$ cat config.mk
export PLATFORM = sky130hd
export DESIGN_NAME = pwm_divsel
export DESIGN_NICKNAME = d
export VERILOG_FILES = /design/src/rtl/pwmdiv_pkg.sv /design/src/rtl/pwmdiv_divider.sv /design/src/rtl/pwmdiv_window.sv /design/src/rtl/pwmdiv_candidate.sv /design/src/rtl/pwm_divsel.sv
export SDC_FILE = /design/constraint.sdc
export NUM_CORES = 1
export LEC_CHECK = 0
export ABC_AREA = 1
export BUFFER_PORTS_ARGS = -buffer_cell sky130_fd_sc_hd__buf_2
export CORE_MARGIN = 3
export CORE_UTILIZATION = 40
export CTS_CLUSTER_DIAMETER = 50
export DETAILED_ROUTE_END_ITERATION = 6
export SYNTH_ARGS = -nofsm -noshare
export SYNTH_HDL_FRONTEND = slang
export SYNTH_SLANG_ARGS = --single-unit
$ cat constraint.sdc
create_clock -name clk -period 18.91 [get_ports clk]
set_clock_uncertainty 0.15 [all_clocks]
set_input_delay 1.891 -clock clk [delete_from_list [all_inputs] [get_ports clk]]
set_output_delay 1.891 -clock clk [all_outputs]
set_load 0.05 [all_outputs]
$ cat src/rtl/pwmdiv_pkg.sv
package pwmdiv_pkg;
  // Field widths fixed by the sink's register format
  localparam int PN_W  = 5;
  localparam int DIV_W = 8;
  localparam int DIV_MAX = 255;

  typedef enum logic [1:0] {
    ST_IDLE   = 2'd0,
    ST_DIVIDE = 2'd1,
    ST_BOUND  = 2'd2,
    ST_SEARCH = 2'd3
  } seq_state_t;

  typedef struct packed {
    logic [PN_W-1:0]  pn;
    logic [DIV_W-1:0] div;
    logic             skip;
    logic             range_err;
    logic             inexact;
  } result_t;
endpackage

$ cat src/rtl/pwmdiv_divider.sv
module pwmdiv_divider #(
  parameter int unsigned DIVIDEND = 27_000_000,
  parameter int          DSR_W    = 32,
  parameter int          QW       = 25
) (
  input  logic             clk,
  input  logic             rst_n,
  input  logic             go,
  input  logic [DSR_W-1:0] divisor,
  output logic             valid,
  output logic [QW-1:0]    quotient
);
  localparam int CW = $clog2(QW + 1);
  localparam logic [QW-1:0] DVD_INIT = QW'(DIVIDEND);

  logic             active_q, active_n;
  logic [CW-1:0]    cnt_q, cnt_n;
  logic [QW-1:0]    dvd_q, dvd_n;
  logic [QW-1:0]    quo_q, quo_n;
  logic [DSR_W-1:0] rem_q, rem_n;
  logic [DSR_W-1:0] dsr_q, dsr_n;
  logic             valid_q, valid_n;

  logic [DSR_W:0] trial, diff;
  logic           ge;

  always_comb begin
    trial = {rem_q, dvd_q[QW-1]};
    diff  = trial - {1'b0, dsr_q};
    ge    = (trial >= {1'b0, dsr_q});
  end

  always_comb begin
    active_n = active_q;
    cnt_n    = cnt_q;
    dvd_n    = dvd_q;
    quo_n    = quo_q;
    rem_n    = rem_q;
    dsr_n    = dsr_q;
    valid_n  = 1'b0;
    if (go) begin
      active_n = 1'b1;
      cnt_n    = CW'(QW);
      dvd_n    = DVD_INIT;
      quo_n    = '0;
      rem_n    = '0;
      dsr_n    = divisor;
    end else if (active_q) begin
      rem_n = ge ? diff[DSR_W-1:0] : trial[DSR_W-1:0];
      quo_n = {quo_q[QW-2:0], ge};
      dvd_n = {dvd_q[QW-2:0], 1'b0};
      cnt_n = cnt_q - 1'b1;
      if (cnt_q == CW'(1)) begin
        active_n = 1'b0;
        valid_n  = 1'b1;
      end
    end
  end

  always_ff @(posedge clk or negedge rst_n) begin
    if (!rst_n) begin
      active_q <= 1'b0;
      cnt_q    <= '0;
      dvd_q    <= '0;
      quo_q    <= '0;
      rem_q    <= '0;
      dsr_q    <= '0;
      valid_q  <= 1'b0;
    end else begin
      active_q <= active_n;
      cnt_q    <= cnt_n;
      dvd_q    <= dvd_n;
      quo_q    <= quo_n;
      rem_q    <= rem_n;
      dsr_q    <= dsr_n;
      valid_q  <= valid_n;
    end
  end

  assign valid    = valid_q;
  assign quotient = quo_q;

  // Partial remainder must stay below the divisor during iteration
  assert_rem_below_R2: assert property (@(posedge clk) disable iff (!rst_n)
    active_q |-> (rem_q < dsr_q));
  // Iteration counter never runs out while active
  assert_cnt_live_R2: assert property (@(posedge clk) disable iff (!rst_n)
    active_q |-> (cnt_q != '0));
endmodule

$ cat src/rtl/pwmdiv_window.sv
module pwmdiv_window #(
  parameter int QW   = 25,
  parameter int PW   = 40,
  parameter int PN_W = 5
) (
  input  logic [QW-1:0]   ratio,
  input  logic [PN_W-1:0] pn_min,
  input  logic [PN_W-1:0] pn_max,
  output logic [PW-1:0]   lo,
  output logic [PW-1:0]   hi,
  output logic            bad
);
  logic [PW-1:0] r_ext, floor_lim, ceil_lim;

  always_comb begin
    r_ext     = PW'(ratio);
    lo        = (r_ext * PW'(3)) >> 2;
    hi        = (r_ext * PW'(5)) >> 2;
    floor_lim = PW'(1) << pn_min;
    ceil_lim  = PW'(255) << pn_max;
    bad       = (lo < floor_lim) || (hi > ceil_lim) || (pn_min > pn_max);
  end
endmodule

$ cat src/rtl/pwmdiv_candidate.sv
module pwmdiv_candidate #(
  parameter int QW    = 25,
  parameter int PW    = 40,
  parameter int PN_W  = 5,
  parameter int DIV_W = 8
) (
  input  logic [QW-1:0]    ratio,
  input  logic [PN_W-1:0]  pn,
  input  logic [PW-1:0]    lo,
  input  logic [PW-1:0]    hi,
  output logic [DIV_W-1:0] f,
  output logic             hit
);
  localparam logic [PW-1:0] FMAX = PW'((1 << DIV_W) - 1);

  logic [PW-1:0] half, q, prod;

  always_comb begin
    half = (pn == '0) ? '0 : (PW'(1) << (pn - 1'b1));
    q    = (PW'(ratio) + half) >> pn;
    if (q == '0)
      f = DIV_W'(1);
    else if (q > FMAX)
      f = FMAX[DIV_W-1:0];
    else
      f = q[DIV_W-1:0];
    prod = PW'(f) << pn;
    hit  = (prod >= lo) && (prod <= hi);
  end
endmodule

$ cat src/rtl/pwm_divsel.sv
module pwm_divsel
  import pwmdiv_pkg::*;
#(
  parameter int unsigned BASE_HZ = 27_000_000,
  parameter int          FREQ_W  = 32,
  parameter int          CAP_W   = 8
) (
  input  logic              clk,
  input  logic              rst_n,
  input  logic              start,
  input  logic [FREQ_W-1:0] freq_hz,
  input  logic [CAP_W-1:0]  cap_min,
  input  logic [CAP_W-1:0]  cap_max,
  output logic              busy,
  output logic              done,
  output logic [PN_W-1:0]   pn_out,
  output logic [DIV_W-1:0]  div_out,
  output logic              skip,
  output logic              range_err,
  output logic              inexact
);
  localparam int QW = $clog2(BASE_HZ + 1);
  localparam int PW = DIV_W + (1 << PN_W);

  seq_state_t      st_q, st_n;
  logic [PN_W-1:0] pmin_q, pmin_n, pmax_q, pmax_n, pn_q, pn_n;
  logic [QW-1:0]   ratio_q, ratio_n;
  result_t         res_q, res_n;
  logic            done_q, done_n;

  logic             accept, div_go, div_valid;
  logic [QW-1:0]    div_quot;
  logic [PW-1:0]    win_lo, win_hi;
  logic             win_bad, cand_hit;
  logic [DIV_W-1:0] cand_f;

  assign accept = start && (st_q == ST_IDLE);
  assign div_go = accept && (freq_hz != '0);

  pwmdiv_divider #(.DIVIDEND(BASE_HZ), .DSR_W(FREQ_W), .QW(QW)) u_div (
    .clk(clk), .rst_n(rst_n), .go(div_go), .divisor(freq_hz),
    .valid(div_valid), .quotient(div_quot)
  );

  pwmdiv_window #(.QW(QW), .PW(PW), .PN_W(PN_W)) u_win (
    .ratio(ratio_q), .pn_min(pmin_q), .pn_max(pmax_q),
    .lo(win_lo), .hi(win_hi), .bad(win_bad)
  );

  pwmdiv_candidate #(.QW(QW), .PW(PW), .PN_W(PN_W), .DIV_W(DIV_W)) u_cand (
    .ratio(ratio_q), .pn(pn_q), .lo(win_lo), .hi(win_hi),
    .f(cand_f), .hit(cand_hit)
  );

  always_comb begin
    st_n    = st_q;
    pmin_n  = pmin_q;
    pmax_n  = pmax_q;
    pn_n    = pn_q;
    ratio_n = ratio_q;
    res_n   = res_q;
    done_n  = 1'b0;
    unique case (st_q)
      ST_IDLE: begin
        if (start) begin
          pmin_n = cap_min[PN_W-1:0];
          pmax_n = cap_max[PN_W-1:0];
          res_n  = '0;
          if (freq_hz == '0) begin
            res_n.skip = 1'b1;
            done_n     = 1'b1;
          end else begin
            st_n = ST_DIVIDE;
          end
        end
      end
      ST_DIVIDE: begin
        if (div_valid) begin
          ratio_n = div_quot;
          st_n    = ST_BOUND;
        end
      end
      ST_BOUND: begin
        if (win_bad) begin
          res_n.range_err = 1'b1;
          done_n          = 1'b1;
          st_n            = ST_IDLE;
        end else begin
          pn_n = pmax_q;
          st_n = ST_SEARCH;
        end
      end
      ST_SEARCH: begin
        if (cand_hit || (pn_q == pmin_q)) begin
          res_n.pn      = pn_q;
          res_n.div     = cand_f;
          res_n.inexact = !cand_hit;
          done_n        = 1'b1;
          st_n          = ST_IDLE;
        end else begin
          pn_n = pn_q - 1'b1;
        end
      end
      default: st_n = ST_IDLE;
    endcase
  end

  always_ff @(posedge clk or negedge rst_n) begin
    if (!rst_n) begin
      st_q    <= ST_IDLE;
      pmin_q  <= '0;
      pmax_q  <= '0;
      pn_q    <= '0;
      ratio_q <= '0;
      res_q   <= '0;
      done_q  <= 1'b0;
    end else begin
      st_q    <= st_n;
      pmin_q  <= pmin_n;
      pmax_q  <= pmax_n;
      pn_q    <= pn_n;
      ratio_q <= ratio_n;
      res_q   <= res_n;
      done_q  <= done_n;
    end
  end

  assign busy      = (st_q != ST_IDLE);
  assign done      = done_q;
  assign pn_out    = res_q.pn;
  assign div_out   = res_q.div;
  assign skip      = res_q.skip;
  assign range_err = res_q.range_err;
  assign inexact   = res_q.inexact;

  assert_done_pulse_R9: assert property (@(posedge clk) disable iff (!rst_n)
    done |=> !done);
  assert_flag_excl_R4: assert property (@(posedge clk) disable iff (!rst_n)
    done |-> $onehot0({skip, range_err, inexact}));
  assert_div_nonzero_R6: assert property (@(posedge clk) disable iff (!rst_n)
    (done && !skip && !range_err) |-> (div_out != '0));
  assert_search_bounds_R5: assert property (@(posedge clk) disable iff (!rst_n)
    (st_q == ST_SEARCH) |-> ((pn_q >= pmin_q) && (pn_q <= pmax_q)));
  assert_fallback_min_R8: assert property (@(posedge clk) disable iff (!rst_n)
    (done && inexact) |-> (pn_out == pmin_q));
  assert_hold_R10: assert property (@(posedge clk) disable iff (!rst_n)
    (!busy && !start) |=> ($stable(pn_out) && $stable(div_out) && $stable(inexact)));
  assert_idle_after_done_R9: assert property (@(posedge clk) disable iff (!rst_n)
    done |-> !busy);
endmodule

Yosys cells after proc, flatten, opt, wreduce, memory -nomap -nowiden
Index checks and enable logic that the tools add are counted.
- add/sub/neg operators: 4
- multipliers: 2
- divide/modulo/power cells: 0
- magnitude comparators: 7
- equality and inequality tests: 12
- shifts and indexed selects: 5
- muxes and demuxes: 39
- bitwise gates (word level): 0
- reduce and logical (&&, ||, !) cells: 23
- operators with widths (cell ; number):
    2-to-1 mux 25 bit ; 4
    2-to-1 mux 32 bit ; 3
    << shifter 1 x 5 -> 40 bit, first input constant ; 2
    adder 25 x 40 -> 40 bit ; 1
    >= comparator 40 x 25 -> 1 bit ; 1
    greater-than comparator 26 x 40 -> 1 bit ; 1
    greater-than comparator 40 x 8 -> 1 bit, second input constant ; 1
    less-or-equal comparator 40 x 26 -> 1 bit ; 1
    logical NOT 40 bit ; 1
    < comparator 25 x 40 -> 1 bit ; 1
    2-to-1 mux 40 bit ; 1
    << shifter 8 x 5 -> 40 bit ; 1
    << shifter 8 x 5 -> 40 bit, first input constant ; 1
    >> shifter 40 x 5 -> 40 bit ; 1
    >= comparator 33 x 32 -> 1 bit ; 1
    logical NOT 32 bit ; 1
    nonzero test 32 bit ; 1
    subtractor 32 bit ; 1
    multiplier 25 x 3 -> 28 bit, second input constant ; 1
    multiplier 25 x 2 -> 27 bit, second input constant ; 1
    case mux 13 bit (2 select lines) ; 1
    2-to-1 mux 5 bit ; 4
    2-to-1 mux 16 bit ; 1
    2-to-1 mux 8 bit ; 2
    other kinds (24) ; 58
- flip-flop bits (word level): 180
- bits in latches: 0
- bits in writable memories: 0
- memory bits (read-only): 0
- input bits: 51
- output and inout bits: 18
- word-level logic and storage cells: 110
- memories kept: 0

Depth between registers and ports, before layout
- depth in word-level cells: 14
- mapped depth: 68
- gate-level depth less buffers: 62

Hierarchy
Synthesis repeated with hierarchy kept, for this count alone.
- cells, all modules: 3399
- area total of the unflattened synthesis: 21660.8 sq um
- by module, submodules not included (module ; instances ; cells each ; area each (sq um) ; seq. area each (sq um)):
    pwmdiv_divider ; 1 ; 1056 ; 7419.6 ; 2877.8
    pwmdiv_candidate ; 1 ; 1236 ; 6399.9 ; 0.0
    pwmdiv_window ; 1 ; 799 ; 5074.9 ; 0.0
    pwm_divsel ; 1 ; 308 ; 2766.4 ; 1476.4

Least setup slack after synthesis
OpenSTA, ideal clock, no wires.
- path type: register to register
- start point: register pn_q[0]
- end point: register res_q, in the netlist div_out[3]
- setup time: 0.118 ns
- data arrival time: 7.257 ns
- required time: 18.642 ns
- setup slack: 11.385 ns
- cell stages (with the launch flop): 65
- path buffers: 7
- path through: dfrtp_1 clkbuf_1 inv_1 clkbuf_1 buf_2 buf_4 ha_1 nand2_1 nand2_1 nand2_4 clkbuf_1 nor2_1 inv_1 nor2_1 ha_1 inv_1 fa_1 inv_1 [29 not listed] a21o_1 a21oi_1 o21ai_0 o21ai_0 a21oi_1 o21ai_1 nand3_1 nand2_1 nand2_1 nand2_1 nand3_1 nand2_2 nand2_2 nand2_4 nand2_4 buf_8 nand2_1 nand2_1
- word-level cells in the longest chain between the ends: 14
- elaborated cells between the ends (all ways): 20
- classes of those cells: add/sub (2); order compare (3); eq/ne (2); shift (3); mux (5); reduce/logical (5)
- ends and longest elaborated chain (what ; line ; RTL):
    start, declared ; pwm_divsel.sv:26 ; logic [PN_W-1:0] pmin_q, pmin_n, pmax_q, pmax_n, pn_q, pn_n;
    start signal, assigned ; pwm_divsel.sv:121 ; pn_q <= pn_n;
    subtractor 5 x 1 -> 5 bit ; pwmdiv_candidate.sv:19 ; half = (pn == '0) ? '0 : (PW'(1) << (pn - 1'b1));
    << shifter 1 x 5 -> 40 bit ; pwmdiv_candidate.sv:19 ;
    2-to-1 mux 40 bit ; pwmdiv_candidate.sv:19 ;
    adder 25 x 40 -> 40 bit ; pwmdiv_candidate.sv:20 ; q = (PW'(ratio) + half) >> pn;
    >> shifter 40 x 5 -> 40 bit ; pwmdiv_candidate.sv:20 ;
    greater-than comparator 40 x 8 -> 1 bit ; pwmdiv_candidate.sv:23 ; else if (q > FMAX)
    2-to-1 mux 8 bit ; pwmdiv_candidate.sv:23 ;
    2-to-1 mux 8 bit ; pwmdiv_candidate.sv:21 ; if (q == '0)
    << shifter 8 x 5 -> 40 bit ; pwmdiv_candidate.sv:27 ; prod = PW'(f) << pn;
    >= comparator 40 x 25 -> 1 bit or less-or-equal comparator 40 x 26 -> 1 bit (tied branches) ; pwmdiv_candidate.sv:28 ; hit = (prod >= lo) && (prod <= hi);
    logical AND 1 bit ; pwmdiv_candidate.sv:28 ;
    logical OR 1 bit ; pwm_divsel.sv:94 ; if (cand_hit || (pn_q == pmin_q)) begin
    inequality test 2 bit (no line) ; - ;
    AND reduction 3 bit (no line) ; - ;
    end signal, assigned ; pwm_divsel.sv:123 ; res_q <= res_n;
    end, declared ; pwm_divsel.sv:28 ; result_t res_q, res_n;
Several ways; a longest one is shown, not always the timed one. The select of a mux whose other input is x is not followed.
A chain may end at the register's enable or synchronous reset.

Final worst setup path
- start point: register pn_q[1]
- end point: register res_q, in the netlist pn_out[0]
- word-level cells in the longest chain between the ends: 14
- elaborated cells between the ends (all ways): 18
- classes of those cells: add/sub (2); order compare (3); eq/ne (2); shift (3); mux (3); reduce/logical (5)
- ends and longest elaborated chain (what ; line):
    subtractor 5 x 1 -> 5 bit ; pwmdiv_candidate.sv:19
    << shifter 1 x 5 -> 40 bit ; pwmdiv_candidate.sv:19
    2-to-1 mux 40 bit ; pwmdiv_candidate.sv:19
    adder 25 x 40 -> 40 bit ; pwmdiv_candidate.sv:20
    >> shifter 40 x 5 -> 40 bit ; pwmdiv_candidate.sv:20
    greater-than comparator 40 x 8 -> 1 bit ; pwmdiv_candidate.sv:23
    2-to-1 mux 8 bit ; pwmdiv_candidate.sv:23
    2-to-1 mux 8 bit ; pwmdiv_candidate.sv:21
    << shifter 8 x 5 -> 40 bit ; pwmdiv_candidate.sv:27
    >= comparator 40 x 25 -> 1 bit or less-or-equal comparator 40 x 26 -> 1 bit (tied branches) ; pwmdiv_candidate.sv:28
    logical AND 1 bit ; pwmdiv_candidate.sv:28
    logical OR 1 bit * ; pwm_divsel.sv:94
    inequality test 2 bit (no line) * ; -
    AND reduction 3 bit (no line) * ; -
Every way passes the cells marked *; elsewhere a longest branch is shown, timed or not.

==> results.txt <==
----------------------------------------------------
[Status]
  Result of the run ... complete, no violations

[STA]
  Final setup fails ... 0
  Slew at the pin closest to its max-slew limit ... 1.07 ns
  Fmax ... 0.102 GHz
  Max transition margin ... 0.284
  Fin crit share ... 0.520
  Fin. Hold Viols ... 0
  Number of pins with negative max-slew slack in the final report ... 0
  RSZ-0062 raised after global routing ... no
  Setup TNS ... 0 ns
  Shortest period the worst path allows ... 9.84 ns
  Worst setup slack after layout ... 9.07 ns

[Final layout]
  Layout Cells excl Fill ... 3,299
  Layout cell share with drive strength beyond 1 ... 0.0694
  Layout filler cell count ... 4,743
  Commonest non-fill, non-tap cell in the layout ... nand2_1
  Inserted Diodes ... 0
  Net count reported at finish ... 2,990
  Commonest non-fill, non-tap cells in the layout ... 700 x nand2_1, 307 x nand3_1, 280 x inv_1
  Syn-to-layout area delta ... 7.24%
  End-of-flow core utilization ... 0.439

[CTS]
  CTS H-tree depth ... 4
  Quantity of hold-fixing buffers added after cts ... 0
  Maximum root-to-sink buffer count ... 2
  Clock latency at the later pin of the worst-skew pair ... 0.46 ns
  Clock transition time at the flip-flop clock pins of the worst setup and hold paths ... 0.07 ns
  CTS resizes ... 0
  CTS tree ... done
  Postcts setup bufs ... 0
  Clock root buffer ... clkbuf_16
  Number of sinks handled by clock tree synthesis ... 174
  Clock buffer count from CTS ... 17

[Route]
  Post-route DRC ... 0
  Detailed-route wire length per cell ... 17.3 um
  Drt via density ... 5.44
  Iteration count of the initial detailed-routing pass ... 6
  Antenna-violating nets left ... 0
  Wirelength, routed ... 57,200 um
  Count of vias placed by the detailed router ... 18,000
  Violation count after the first detailed-routing iteration ... 1,451

[Synth]
  Mapped cell area ... 18,300 um2
  Number of distinct standard cells referenced by the synthesized netlist ... 63
  Syn Area/Cell ... 6.80 um2
  Most used DFF post-synth ... dfrtp_1
  Synthesis warning total ... 0
  Area contributors post-synth ... dfrtp_1 24%, ha_1 16%, nand2_1 14%, nand3_1 8.4%, inv_1 5.8%
  Part of the Yosys area used for sequential elements ... 0.238
  Nets in the synthesized netlist ... 2,988
  Synthesized instance count ... 2,692
  Async SR Flop Fraction ... 1.00
  Post-synth EDFFs ... 0
  Post-synthesis cell type with the largest combined area ... dfrtp_1
  Area share of the largest cell type after synthesis ... 0.238
  FF+latch count, synth ... 174

[Global routing]
  Antenna violations before repair ... 0
  First-pass GRT wire length ... 91,400 um
  Largest net degree at the start of global routing ... 83
  Vias in the first global route ... 17,000
  GRT Overall Usage ... 0.240
  Remaining Overflow, GRT ... 0

[Setup path]
  Library cell appearing most often on the critical path ... nand2_1
  Worst-path fanout max ... 54
  Element type at the critical path start ... register
  Reg2reg path depth ... 54
  Reg-to-reg slack, setup ... 9.07 ns
  Origin of the critical flop-to-flop path ... pn_q[1]$_DFFE_PN0P_
  Slowest-stage cell, CP ... clkinv_1
  Worst path max stage delay ... 0.83 ns
  Kind of end point of the critical path ... register
  CP Class ... register to register
  Worst reg2reg path endpoint ... pn_out[0]$_DFFE_PN0P_
  Required time worst endpoint ... 19.11 ns
  Arr. time, crit path ... 10.04 ns

[Hold path]
  Hold Path Origin ... range_err$_DFFE_PN0P_
  Hold depth ... 2
  Worst hold path endpoint ... range_err$_DFFE_PN0P_
  Worst hold path type ... register to register

[Floorplanning]
  Die boundary height ... 220 um
  Standard-cell rows ... 77
  I/O pin count ... 69
  Core outline area ... 44,700 um2
  Die W ... 220 um
  Full die area ... 48,400 um2
  Effective utilization at floorplan ... 0.410

[Placement]
  Half-perimeter wire length after placement ... 44,800 um
  Worst setup slack after placement ... 9.25 ns
  Placed Cells incl. Taps ... 3,267
  Placer's final routability congestion estimate ... 0.955
  PortBufs ... 62

[Run]
  Max-cap viol count ... 0

----------------------------------------------------
-- worst max-delay path by stage --
| stage | startpoint | endpoint | slack, ns | depth (start not counted) |
|---|---|---|---|---|
| floorplan | pn_q[0]$_DFFE_PN0P_ | div_out[3]$_DFFE_PN0P_ | 11.38 | 64 |
| global placement | pn_q[1]$_DFFE_PN0P_ | div_out[3]$_DFFE_PN0P_ | 9.32 | 54 |
| detailed placement | pn_q[1]$_DFFE_PN0P_ | pn_out[0]$_DFFE_PN0P_ | 9.25 | 54 |
| CTS | pn_q[1]$_DFFE_PN0P_ | pn_out[0]$_DFFE_PN0P_ | 9.21 | 54 |
| global route | pn_q[1]$_DFFE_PN0P_ | pn_out[4]$_DFFE_PN0P_ | 8.24 | 59 |
| finish | pn_q[1]$_DFFE_PN0P_ | pn_out[0]$_DFFE_PN0P_ | 9.07 | 54 |
-- synth_stat cells, types with 3 or more instances --
cell	count
nand3_1	307
and2_1	9
or2_2	3
ha_1	241
nand2_1	700
nor2_4	3
nor4_1	13
a2111oi_0	3
mux2i_1	3
xnor2_1	32
nor2_2	9
nor2_1	170
a31o_2	3
nand4_1	40
a21o_1	7
a211oi_1	9
o21ai_1	16
clkbuf_1	50
xor2_1	52
o21ai_0	161
buf_6	4
or2_1	3
buf_1	10
nand3_2	16
o22ai_1	36
buf_2	13
a32o_1	5
inv_2	7
o211ai_1	11
inv_1	282
nor3_1	25
a21oi_2	4
o21bai_1	10
clkinv_1	4
a21oi_1	170
nand2_2	17
buf_4	15
nand2_4	4
fa_1	4
a22oi_1	15
o221ai_1	3
a221o_1	3
dfrtp_1	174
-- kinds of logic (layout without fill, tap and decap cells) --
logic type                 Yosys count  after routing  synth area share
and+or+nand+nor                   1328           1328             0.319
AOI/OAI and AO/OA                  470            470             0.146
buffers and inverters              388            403            0.0865
adders and majority gates          245            245             0.169
DFF                                174            174             0.238
xor gates and xnor gates            84             84            0.0402
muxes                                3              3           0.00164
-- per-stage QoR --
step,hold slack [ns],instance area (um2)
6_report,0.333,19600
3_5_place_dp,0.320,19000
4_1_cts,0.339,19600
5_1_grt,0.378,19600
2_1_floorplan,0.298,18300
3_3_place_gp,0.311,19000
-- registers in the layout, indices dropped and copies added (netlist names), 2 cells and up --
register,count
div_out,8
pmax_q,5
pmin_q,5
pn_out,5
pn_q,5
ratio_q,25
st_q,2
u_div.cnt_q,5
u_div.dsr_q,32
u_div.dvd_q,19
u_div.quotient,25
u_div.rem_q,32
-- critical path, delay by kind of cell (launching register included) --
family	cells	cell delay, ns
AOI/OAI and AO/OA	9	1.35
adders and majority gates	3	1.34
buffers and inverters	6	1.73
DFF	1	0.34
and+or+nand+nor	36	4.75
-- final cells by class --
type                            count  area, um2  share of cell area
Multi-Input combinational cell   2130      12400               0.631
Sequential cell                   174       4360               0.222
Inverter                          294       1110              0.0563
Tap cell                          592        741              0.0377
Timing Repair Buffer               77        432              0.0220
Clock buffer                       17        425              0.0217
Clock inverter                     15        190             0.00968
-- routing by layer --
layer	share of wire	track usage	wire [um]
met1	0.48	0.337	27500
met3	0.044	0.0295	2500
met4	0.021	0.0592	1220
met5	0	0	0
met2	0.45	0.391	26000
Power is not shown: default switching activity piles up to over one toggle a cycle in this logic, so the estimate is an artifact.
